**config.mk**
```make
export PLATFORM = sky130hd
export DESIGN_NAME = cfg_pio_engine
export DESIGN_NICKNAME = d
export VERILOG_FILES = /design/src/rtl/cfg_pio_pkg.sv /design/src/rtl/cfg_pio_regs.sv /design/src/rtl/cfg_pio_timer.sv /design/src/rtl/cfg_pio_seq.sv /design/src/rtl/cfg_pio_engine.sv
export SDC_FILE = /design/constraint.sdc
export NUM_CORES = 1
export LEC_CHECK = 0
export BUFFER_PORTS_ARGS = -buffer_cell sky130_fd_sc_hd__buf_2
export CORE_MARGIN = 5
export CORE_UTILIZATION = 55
export CTS_CLUSTER_SIZE = 8
export DETAILED_ROUTE_END_ITERATION = 6
export PLACE_DENSITY = 0.93
export SLEW_MARGIN = 30
export SYNTH_ARGS = -nofsm -noshare
export SYNTH_HDL_FRONTEND = slang
export SYNTH_SLANG_ARGS = --single-unit
```
**constraint.sdc**
```tcl
create_clock -name clk_i -period 3.05 [get_ports clk_i]
set_input_delay 0.1525 -clock clk_i [delete_from_list [all_inputs] [get_ports clk_i]]
set_output_delay 0.1525 -clock clk_i [all_outputs]
set_load 0.05 [all_outputs]
```
**src/rtl/cfg_pio_pkg.sv**
```systemverilog
package cfg_pio_pkg;
  localparam int DW = 32;
  localparam int RAW = 3;
  localparam logic [RAW-1:0] OFS_CTRL  = 3'd0;
  localparam logic [RAW-1:0] OFS_STAT  = 3'd1;
  localparam logic [RAW-1:0] OFS_ADDR  = 3'd2;
  localparam logic [RAW-1:0] OFS_WDATA = 3'd3;
  localparam logic [RAW-1:0] OFS_STRB  = 3'd4;
  localparam logic [RAW-1:0] OFS_RDATA = 3'd5;
  localparam logic [RAW-1:0] OFS_START = 3'd6;
  localparam logic [RAW-1:0] OFS_ISR   = 3'd7;
  localparam int BYPASS_BIT = 24;
  localparam int CPL_LSB    = 7;
  localparam int TMO_BIT    = 10;
  localparam logic [2:0] CPL_OK = 3'd0;

  typedef enum logic [1:0] {ST_IDLE, ST_REQ, ST_WAIT} seq_state_e;

  function automatic logic [DW-1:0] pack_stat(input logic tmo, input logic [2:0] code,
                                              input logic np);
    logic [DW-1:0] s;
    s = '0;
    s[TMO_BIT] = tmo;
    s[CPL_LSB +: 3] = code;
    s[0] = np;
    return s;
  endfunction
endpackage

```
**src/rtl/cfg_pio_regs.sv**
```systemverilog
module cfg_pio_regs
  import cfg_pio_pkg::*;
(
  input  logic           clk_i,
  input  logic           rst_ni,
  input  logic           wr_i,
  input  logic [RAW-1:0] addr_i,
  input  logic [DW-1:0]  wdata_i,
  input  logic           busy_i,
  input  logic           isr_i,
  input  logic [DW-1:0]  stat_i,
  input  logic [DW-1:0]  rdata_i,
  output logic [3:0]     type_o,
  output logic           bypass_o,
  output logic [DW-1:0]  cfg_addr_o,
  output logic [DW-1:0]  wdata_o,
  output logic [3:0]     strb_o,
  output logic [DW-1:0]  bus_rdata_o
);
  logic [3:0]  type_q;
  logic        byp_q;
  logic [25:0] addr_q;
  logic [DW-1:0] wdata_q;
  logic [3:0]  strb_q;
  logic        wr_ok;

  assign wr_ok = wr_i && !busy_i;

  always_ff @(posedge clk_i or negedge rst_ni) begin
    if (!rst_ni) begin
      type_q  <= '0;
      byp_q   <= 1'b0;
      addr_q  <= '0;
      wdata_q <= '0;
      strb_q  <= '0;
    end else if (wr_ok) begin
      case (addr_i)
        OFS_CTRL: begin
          type_q <= wdata_i[3:0];
          byp_q  <= wdata_i[BYPASS_BIT];
        end
        OFS_ADDR:  addr_q  <= wdata_i[27:2];
        OFS_WDATA: wdata_q <= wdata_i;
        OFS_STRB:  strb_q  <= wdata_i[3:0];
        default: ;
      endcase
    end
  end

  assign type_o     = type_q;
  assign bypass_o   = byp_q;
  assign cfg_addr_o = {4'b0, addr_q, 2'b0};
  assign wdata_o    = wdata_q;
  assign strb_o     = strb_q;

  always_comb begin
    bus_rdata_o = '0;
    case (addr_i)
      OFS_CTRL: begin
        bus_rdata_o[3:0] = type_q;
        bus_rdata_o[BYPASS_BIT] = byp_q;
      end
      OFS_STAT:  bus_rdata_o = stat_i;
      OFS_ADDR:  bus_rdata_o = cfg_addr_o;
      OFS_WDATA: bus_rdata_o = wdata_q;
      OFS_STRB:  bus_rdata_o[3:0] = strb_q;
      OFS_RDATA: bus_rdata_o = rdata_i;
      OFS_START: bus_rdata_o[0] = busy_i;
      OFS_ISR:   bus_rdata_o[0] = isr_i;
      default: ;
    endcase
  end

  AST_REGS_FROZEN: assert property (@(posedge clk_i) disable iff (!rst_ni)
    busy_i |=> ($stable(addr_q) && $stable(type_q) && $stable(strb_q) && $stable(wdata_q)));
endmodule

```
**src/rtl/cfg_pio_timer.sv**
```systemverilog
module cfg_pio_timer #(
  parameter int TIMEOUT_CYCLES = 100000
) (
  input  logic clk_i,
  input  logic rst_ni,
  input  logic clr_i,
  input  logic run_i,
  output logic expire_o
);
  localparam int CW = $clog2(TIMEOUT_CYCLES + 1);
  localparam logic [CW-1:0] LAST = CW'(TIMEOUT_CYCLES - 1);

  logic [CW-1:0] cnt_q;

  always_ff @(posedge clk_i or negedge rst_ni) begin
    if (!rst_ni)                 cnt_q <= '0;
    else if (clr_i)              cnt_q <= '0;
    else if (run_i && !expire_o) cnt_q <= cnt_q + 1'b1;
  end

  assign expire_o = run_i && (cnt_q == LAST);

  AST_EXPIRE_ENDS: assert property (@(posedge clk_i) disable iff (!rst_ni)
    expire_o |=> !run_i);
endmodule

```
**src/rtl/cfg_pio_seq.sv**
```systemverilog
module cfg_pio_seq
  import cfg_pio_pkg::*;
(
  input  logic           clk_i,
  input  logic           rst_ni,
  input  logic           wr_i,
  input  logic [RAW-1:0] addr_i,
  input  logic           wbit0_i,
  input  logic           np_i,
  input  logic           expire_i,
  input  logic           req_ready_i,
  input  logic           cpl_valid_i,
  input  logic [2:0]     cpl_status_i,
  input  logic [DW-1:0]  cpl_data_i,
  output logic           launch_o,
  output logic           busy_o,
  output logic           req_valid_o,
  output logic           isr_o,
  output logic [DW-1:0]  stat_o,
  output logic [DW-1:0]  rdata_o
);
  seq_state_e state_q;
  logic isr_q;
  logic [DW-1:0] stat_q, rdata_q;
  logic cpl_hit, tmo_hit;

  assign launch_o = wr_i && (addr_i == OFS_START) && wbit0_i && (state_q == ST_IDLE) && !isr_q;
  assign cpl_hit  = (state_q == ST_WAIT) && cpl_valid_i;
  // completion beats expiry in the same cycle
  assign tmo_hit  = (state_q != ST_IDLE) && expire_i && !cpl_hit;

  always_ff @(posedge clk_i or negedge rst_ni) begin
    if (!rst_ni) begin
      state_q <= ST_IDLE;
      isr_q   <= 1'b0;
      stat_q  <= '0;
      rdata_q <= '0;
    end else begin
      case (state_q)
        ST_IDLE: if (launch_o) state_q <= ST_REQ;
        ST_REQ: begin
          if (tmo_hit)          state_q <= ST_IDLE;
          else if (req_ready_i) state_q <= ST_WAIT;
        end
        ST_WAIT: if (cpl_hit || tmo_hit) state_q <= ST_IDLE;
        default: state_q <= ST_IDLE;
      endcase

      if (cpl_hit || tmo_hit)                            isr_q <= 1'b1;
      else if (wr_i && (addr_i == OFS_ISR) && wbit0_i)   isr_q <= 1'b0;

      if (cpl_hit)      stat_q <= pack_stat(1'b0, cpl_status_i, np_i);
      else if (tmo_hit) stat_q <= pack_stat(1'b1, 3'd0, np_i);

      if (cpl_hit && (cpl_status_i == CPL_OK)) rdata_q <= cpl_data_i;
      else if (tmo_hit)                        rdata_q <= '1;
    end
  end

  assign busy_o      = (state_q != ST_IDLE);
  assign req_valid_o = (state_q == ST_REQ);
  assign isr_o       = isr_q;
  assign stat_o      = stat_q;
  assign rdata_o     = rdata_q;

  AST_REQ_NEEDS_CLR: assert property (@(posedge clk_i) disable iff (!rst_ni)
    req_valid_o |-> !isr_q);
  AST_REQ_HOLD: assert property (@(posedge clk_i) disable iff (!rst_ni)
    (req_valid_o && !req_ready_i && !expire_i) |=> req_valid_o);
  AST_FINISH_SETS_DONE: assert property (@(posedge clk_i) disable iff (!rst_ni)
    $fell(busy_o) |-> isr_q);
  AST_TMO_ONES: assert property (@(posedge clk_i) disable iff (!rst_ni)
    tmo_hit |=> (rdata_q == '1 && stat_q[TMO_BIT]));
  AST_BAD_CPL_KEEPS: assert property (@(posedge clk_i) disable iff (!rst_ni)
    (cpl_hit && cpl_status_i != CPL_OK) |=> $stable(rdata_q));
endmodule

```
**src/rtl/cfg_pio_engine.sv**
```systemverilog
module cfg_pio_engine
  import cfg_pio_pkg::*;
#(
  parameter int TIMEOUT_CYCLES = 100000
) (
  input  logic           clk_i,
  input  logic           rst_ni,
  input  logic           bus_wr_i,
  input  logic [2:0]     bus_addr_i,
  input  logic [31:0]    bus_wdata_i,
  output logic [31:0]    bus_rdata_o,
  output logic           req_valid_o,
  input  logic           req_ready_i,
  output logic [3:0]     req_type_o,
  output logic [31:0]    req_addr_o,
  output logic [31:0]    req_wdata_o,
  output logic [3:0]     req_strb_o,
  output logic           req_win_bypass_o,
  input  logic           cpl_valid_i,
  input  logic [2:0]     cpl_status_i,
  input  logic [31:0]    cpl_data_i
);
  logic launch, busy, isr, expire, np, is_rd;
  logic [DW-1:0] stat, rdata;
  logic [3:0] strb_q;

  cfg_pio_regs u_regs (
    .clk_i, .rst_ni,
    .wr_i(bus_wr_i), .addr_i(bus_addr_i), .wdata_i(bus_wdata_i),
    .busy_i(busy), .isr_i(isr), .stat_i(stat), .rdata_i(rdata),
    .type_o(req_type_o), .bypass_o(req_win_bypass_o), .cfg_addr_o(req_addr_o),
    .wdata_o(req_wdata_o), .strb_o(strb_q), .bus_rdata_o(bus_rdata_o)
  );

  cfg_pio_timer #(.TIMEOUT_CYCLES(TIMEOUT_CYCLES)) u_timer (
    .clk_i, .rst_ni, .clr_i(launch), .run_i(busy), .expire_o(expire)
  );

  assign np    = (req_type_o[3:2] == 2'b10);
  assign is_rd = (req_type_o == 4'h8) || (req_type_o == 4'h9);
  assign req_strb_o = is_rd ? 4'hF : strb_q;

  cfg_pio_seq u_seq (
    .clk_i, .rst_ni,
    .wr_i(bus_wr_i), .addr_i(bus_addr_i), .wbit0_i(bus_wdata_i[0]),
    .np_i(np), .expire_i(expire),
    .req_ready_i, .cpl_valid_i, .cpl_status_i, .cpl_data_i,
    .launch_o(launch), .busy_o(busy), .req_valid_o,
    .isr_o(isr), .stat_o(stat), .rdata_o(rdata)
  );

  AST_LAUNCH_IDLE: assert property (@(posedge clk_i) disable iff (!rst_ni)
    launch |-> (!busy && !isr));
endmodule

```
==> summary.txt, run 1 <==
Job
  • Max_cap viols: 0

Global route
  • Congestion Overflow GR: 0
  • Initial antenna violation count: 1
  • Number of global-route vias before repair: 5950
  • Largest net degree at the start of global routing: 68
  • GRT Total Usage: 30.5%
  • First-pass GRT wire length: 31.0 mm

Drt
  • Vias: 5618
  • Vias per cell: between 5 and 6
  • Wl on met1: 7.01 mm
  • Average wire per standard cell: 20.9 um
  • Final ANT Viol Nets: 0
  • Drt initial violations: 485
  • WL met2: between 10 and 15 mm
  • First-pass detailed-route iteration total: 7
  • Wirelength, routed: 19.8 mm
  • DRC: 0
  • Top layer in use: met4
  • DR WL met3: 1.95 mm

Cells and area
  • Layout cell share with drive strength beyond 1: 32.6%
  • Layout Utilization: 77.2%
  • P&R area growth vs syn: 37.6%
  • Final std cells w/o fill: 948
  • Fin nets: 870

STA
  • Final hold vios: 0
  • Clk_skew: 11.1 ps
  • RSZ-0062 raised after global routing: no
  • Tightest Pin Transition: 932 ps
  • Fin Setup TNS: 0 ps
  • Final clock period utilization by the worst path: 77.7%
  • Final setup viols: 0
  • Worst hold margin: 62.9 ps
  • Slew headroom: 37.8%
  • Final worst slack: 681 ps
  • Fmax: 422 MHz
  • Clock period minus worst slack: 2370 ps
  • Slew Limit Fails: 0

Floorplan
  • Die ar.: around 0.013 mm2
  • Initial cell density of the core: 56.1%
  • Die Y: 115 um
  • Die width: 115 um
  • Core area: roughly 0.011 mm2
  • Row Count: 38
  • Ports: roughly 180

Clock tree
  • Resize count post-CTS: 0
  • TritonCTS clock tree: built
  • Clock transition at path regs: around 60 ps
  • Clk_lat worst skew: 530 ps
  • Clk root buf: clkbuf_8
  • Clock sinks: ~120
  • Clk buf depth: 2
  • Setup Buffers After CTS: 0
  • Inserted Clock Buffers: 17
  • H-tree depth: 4

Synthesis
  • Yosys warns: 0
  • Syn Area/Cell: about 11 um2
  • Cells after synthesis: between 500 and 600
  • Most frequently used flop master after synthesis: dfrtp_1
  • Sequential share of the synthesized area: 51.0%
  • Yosys reg bits: 124
  • Async set-reset flop share out of synthesis: between 90% and 100%
  • Synth cell types: 53
  • Post-synth EDFFs: 0
  • Syn Std Cell Area: about 0.0061 mm2

Worst hold path
  • Hold crit path type: input pin to register

Setup path
  • Worst Path Required: between 3000 and 4000 ps
  • CP Class: register to register
  • Data arrival, critical path: 2760 ps
  • Crit-path max FO: 32
  • Critical Path End Type: register
  • Startpoint Class: register

Power and ir drop
  • Clock network power share: 31.9%
  • Sequential group share of total power: 34.8%
  • Leakage power: between 3 and 4 nW
  • Net Sw Power: 2.81 mW
  • Max VDD drop: 760 uV
  • Pwr Density: between 800 and 900 mW/mm2
  • Combinational Power Share: 33.3%
  • Switching Share: 40.0%
  • Internal Power: 4.21 mW

Placed design
  • Placement-stage worst setup slack: ~730 ps
  • Placer Congestion: roughly 0.93
  • Port Buffer Count: 174
  • Dpl hpwl: 12.1 mm
  • Post-Place Cells: 845

Status
  • Status: finished clean
-- metrics by stage --
step	power (mW)	cell area, um2
2_1_floorplan	4.03	6100
3_3_place_gp	4.56	7010
3_5_place_dp	4.66	7010
4_1_cts	6.98	8360
5_1_grt	7.27	8370
6_report	7.02	8370
-- cells in the final DEF (no fill, tap or decap), types with 5 or more instances in the layout --
cell type and instances:
buf_2 173, dfrtp_1 124, nor2_1 79, dlygate4sd3_1 70
mux2_1 68, nand2_1 43, a21oi_2 31, mux2i_1 30
o21ai_0 26, clkbuf_16 16, a21oi_1 10, buf_4 9
a22oi_1 8, nor2b_1 8, nand3_1 7, inv_1 6
conb_1 6, mux2_2 5, or4_1 5, bufinv_16 5
-- power by group through the flow --
stage	logic [mW]	clock network, mW	registers (mW)
3_5_place_dp	2.23	0	2.43
3_3_place_gp	2.17	0	2.39
5_1_grt	2.46	2.32	2.49
2_1_floorplan	0.902	0	3.13
4_1_cts	2.31	2.25	2.42
6_report	2.34	2.24	2.44
-- registers in the layout, indices dropped and copies added, names as in the netlist, 2 cells and up --
| signal | cells |
|---|---|
| u_regs.wdata_o | 32 |
| u_seq.rdata_o | 32 |
| u_regs.addr_q | 26 |
| u_timer.cnt_q | 17 |
| u_seq.stat_o | 5 |
| u_regs.strb_o | 4 |
| u_regs.type_o | 4 |
| u_seq.state_q | 2 |
-- cells in the mapped netlist, types with 5 or more instances --
cell      number  area share, %
a21oi_1       10           0.82
a21oi_2       31            4.5
a22oi_1        8           0.99
buf_2          7           0.58
buf_4          7           0.86
clkbuf_1      20            1.2
dfrtp_1      124             51
inv_1          6           0.37
mux2_1        68             13
mux2_2         5           0.93
mux2i_1       30            4.9
nand2_1       43            2.7
nand3_1        7           0.58
nor2_1        79            4.9
nor2b_1        8           0.82
o21ai_0       26            2.1
or3_1          5           0.51
or4_1          6           0.74
-- area by class of cell --
| type | instances | area, um2 |
|---|---|---|
| Tap cell | 140 | 175 |
| Timing Repair Buffer | 252 | 1630 |
| Sequential cell | 124 | 3100 |
| Inverter | 6 | 22.5 |
| Antenna cell | 1 | 2.50 |
| Clock inverter | 13 | 211 |
| Fill cell | 647 | 2470 |
| Clock buffer | 19 | 442 |
| Multi-Input combinational cell | 393 | 2780 |
-- path summary, 6_finish.rpt --
kind	from	endpoint	slack [ps]	cells after the start
hold reg to reg	u_timer.cnt_q[16]	u_timer.cnt_q[16]	500	1
hold / removal	bus_wr_i	u_seq.isr_o	60	4
setup reg to reg	u_seq.state_q[1]	u_regs.wdata_o[5]	680	3
max in group asynchronous	rst_ni	u_regs.wdata_o[17]	1810	3
min in group asynchronous	rst_ni	u_regs.wdata_o[0]	270	2
setup / recovery	u_seq.state_q[1]	u_regs.wdata_o[5]	680	3
-- worst max-delay path, cell delays in order, from the launching register on --
cell and delay (ps):
dfrtp_1 460, or2_1 360, or3_2 910, mux2_1 490
-- metal layers --
layer	up-vias	GRT usage, %
li1	2430	-
met3	81	10.4
met4	0	16.1
met1	2750	34.7
met5	-	0
met2	357	50.7
-- cells by family after synthesis --
kind of cell             Yosys count  share of synthesized area, %
other                              1                        0.0617
AND/OR/NAND/NOR                  181                          14.3
XOR/XNOR                           4                         0.576
flip-flops                       124                          51.0
adder cells (fa/ha/maj)            1                         0.206
AO/OA/AOI/OAI                     98                          11.6
buffers and inverters             46                          3.79
multiplexers                     103                          18.5
-- what timing repair did --
action,4_1_cts,5_1_grt
endpoints found under the hold margin,169,0
setup endpoints to repair,0,0
hold buffers,70,0
Note: power is estimated with default switching activity, not from simulation.
==> run 2, diff against run 1 <==
Settings changed: CORE_UTILIZATION 55 to 52, PLACE_DENSITY 0.93 to 0.89.
Clock period 3.05 ns to 2.2 ns, I/O delays scaled along.
==> run 2 against run 1 <==
Compared with the run above: core utilization fell by 2.9 points; largest cell class unchanged; first-iteration DRC count fell by 15%; sequential share of layout area fell by 0.52 points; sequential power rose by 39%; global-route usage fell by 2.2 points; clock skew fell by 4.8 ps; clock power rose by 36%.
==> summary.txt, run 2 (synthesized netlist as in run 1, its figures left out) <==
Power and ir drop
  • Max VDD drop: about 740 uV
  • Clock network power share: approximately a third
  • Internal Power: roughly 5.8 mW
  • Pwr Density: around 1100 mW/mm2
  • Leakage power: between 4 and 5 nW
  • Switching Share: 39.8%
  • Net Sw Power: 3.86 mW
  • Sequential group share of total power: 35.1%
  • Combinational Power Share: 33.5%

STA
  • Slew headroom: 53.7%
  • Clk_skew: ~6.3 ps
  • Tightest Pin Transition: about 690 ps
  • Fmax: 483 MHz
  • Final clock period utilization by the worst path: 94.0%
  • RSZ-0062 raised after global routing: no
  • Slew Limit Fails: 0
  • Fin Setup TNS: 0 ps
  • Final hold vios: 0
  • Final setup viols: 0
  • Clock period minus worst slack: 2070 ps

Drt
  • Average wire per standard cell: just over 20 um
  • First-pass detailed-route iteration total: 5
  • Final ANT Viol Nets: 0
  • Wirelength, routed: 19.6 mm
  • Vias: 5590
  • Vias per cell: 5.80
  • Drt initial violations: ~400
  • DRC: 0

Floorplan
  • Die Y: roughly 120 um
  • Die width: 118 um
  • Die ar.: 0.0140 mm2
  • Core area: 0.0114 mm2
  • Ports: about 180
  • Row Count: 39
  • Initial cell density of the core: around 53%

Worst hold path
  • Hold crit path type: input pin to register

Cells and area
  • Area of the multi-input gates: 0.00278 mm2
  • Layout Utilization: between 70 and 80%
  • Most common cell after layout, fill and taps aside: buf_2
  • P&R area growth vs syn: 39.6%
  • # diodes: 0
  • FF+latch area: 0.00310 mm2
  • Commonest cells after routing, fill and taps aside: buf_2, dfrtp_1, nor2_1
  • Number of fillers in the final layout: 700
  • Final instance area: 0.00849 mm2
  • Layout cell share with drive strength beyond 1: 33.6%
  • Fin nets: a little under 900

Clock tree
  • Clk root buf: clkbuf_16
  • TritonCTS clock tree: built
  • H-tree depth: 4
  • Clk_lat worst skew: 410 ps
  • Clock sinks: approximately 120
  • Clock transition at path regs: around 60 ps
  • Clk buf depth: 2
  • Inserted Clock Buffers: 17

Setup path
  • Data arrival, critical path: 2400 ps
  • Startpoint Class: register
  • Max incr delay on CP: 550 ps
  • Critical Path End Type: register
  • Crit-path max FO: 4
  • Worst Path Required: 2530 ps
  • CP max stage cell: o41ai_4
  • Critical Path, Cell by Cell: ha_1 > nand4_1 > o41ai_4 > buf_4 > or4_1 > mux2i_1
  • CP Class: register to register

Global route
  • Initial antenna violation count: 0
  • Largest net degree at the start of global routing: 53
  • GRT Total Usage: 28.3%
  • Number of global-route vias before repair: 6081
  • First-pass GRT wire length: around 32 mm
  • Congestion Overflow GR: 0

Job
  • Max_cap viols: 0

Placed design
  • Port Buffer Count: 174
  • Dpl hpwl: between 10 and 15 mm
  • Placed Area: 0.00713 mm2
  • Placer Congestion: 0.941

Status
  • Status: finished clean
run 2: cell types whose count changed in the layout (fill, tap and decap cells not counted), sizes merged:
| cell | before | now |
|---|---|---|
| buf | 182 | 197 |
| clkbuf | 19 | 17 |
| clkinvlp | 1 | 4 |
| diode | 1 | 0 |
| dlygate4sd3 | 70 | 69 |
| inv | 8 | 7 |
run 2: final cells by class:
cell class,instances,area share (%)
clock buffer,17,5.01
sequential,124,36.6
clock inverter,15,2.61
multi-input combinational,393,32.7
inverter,6,0.265
tap,143,2.11
timing repair buffer,266,20.8
run 2: power groups by stage:
stage | Sequential, mW | Clock, mW | Combinational [mW]
3_5_place_dp | 3.37 | 0 | 3.09
3_3_place_gp | 3.32 | 0 | 3.00
6_report | 3.40 | 3.05 | 3.24
5_1_grt | 3.47 | 3.19 | 3.41
2_1_floorplan | 4.34 | 0 | 1.25
4_1_cts | 3.35 | 3.09 | 3.21
run 2: stage by stage:
step	setup slack [ps]	total power [mW]	instances	hold slack [ps]
finish	131	9.69	964	48.2
global route	49.3	10.1	964	70.0
detailed placement	36.5	6.46	860	186
CTS	60.2	9.65	963	33.6
floorplan	4.77	5.59	563	-186
global placement	132	6.32	860	166
run 2: layer usage:
layer	up-vias	GRT usage (%)	routed length, um
met5	-	0	0
li1	2452	-	-
met1	2762	34.3	7680
met2	318	47.7	9940
met4	0	11.4	540
met3	58	7.83	1470
run 2: path summary, 6_finish.rpt:
kind / slack (ps) / cells after the start / start / end
max: 130 / 6 / u_timer.cnt_q[0] / u_timer.cnt_q[13]
min: 50 / 4 / bus_wr_i / u_seq.isr_o
max reg2reg: 130 / 6 / u_timer.cnt_q[0] / u_timer.cnt_q[13]
min reg2reg: 510 / 1 / u_timer.cnt_q[16] / u_timer.cnt_q[16]
max in group asynchronous: 1170 / 3 / rst_ni / u_regs.type_o[0]
min in group asynchronous: 310 / 2 / rst_ni / u_regs.wdata_o[1]
run 2: what timing repair did:
action	4_1_cts	5_1_grt
gates resized for setup	0	0
hold endpoints to repair	153	0
hold buffers	69	0
endpoints found under the setup margin	1	30
pin swaps	1	1
buffers inserted	2	1
run 2: critical path: cells and delay by family, from the launching register on:
| family | cells | cell delay, ps |
|---|---|---|
| compound gates | 1 | 550 |
| fa+ha+maj | 1 | 250 |
| buf+inv | 1 | 190 |
| flops | 1 | 390 |
| mux | 1 | 170 |
| simple gates | 2 | 450 |
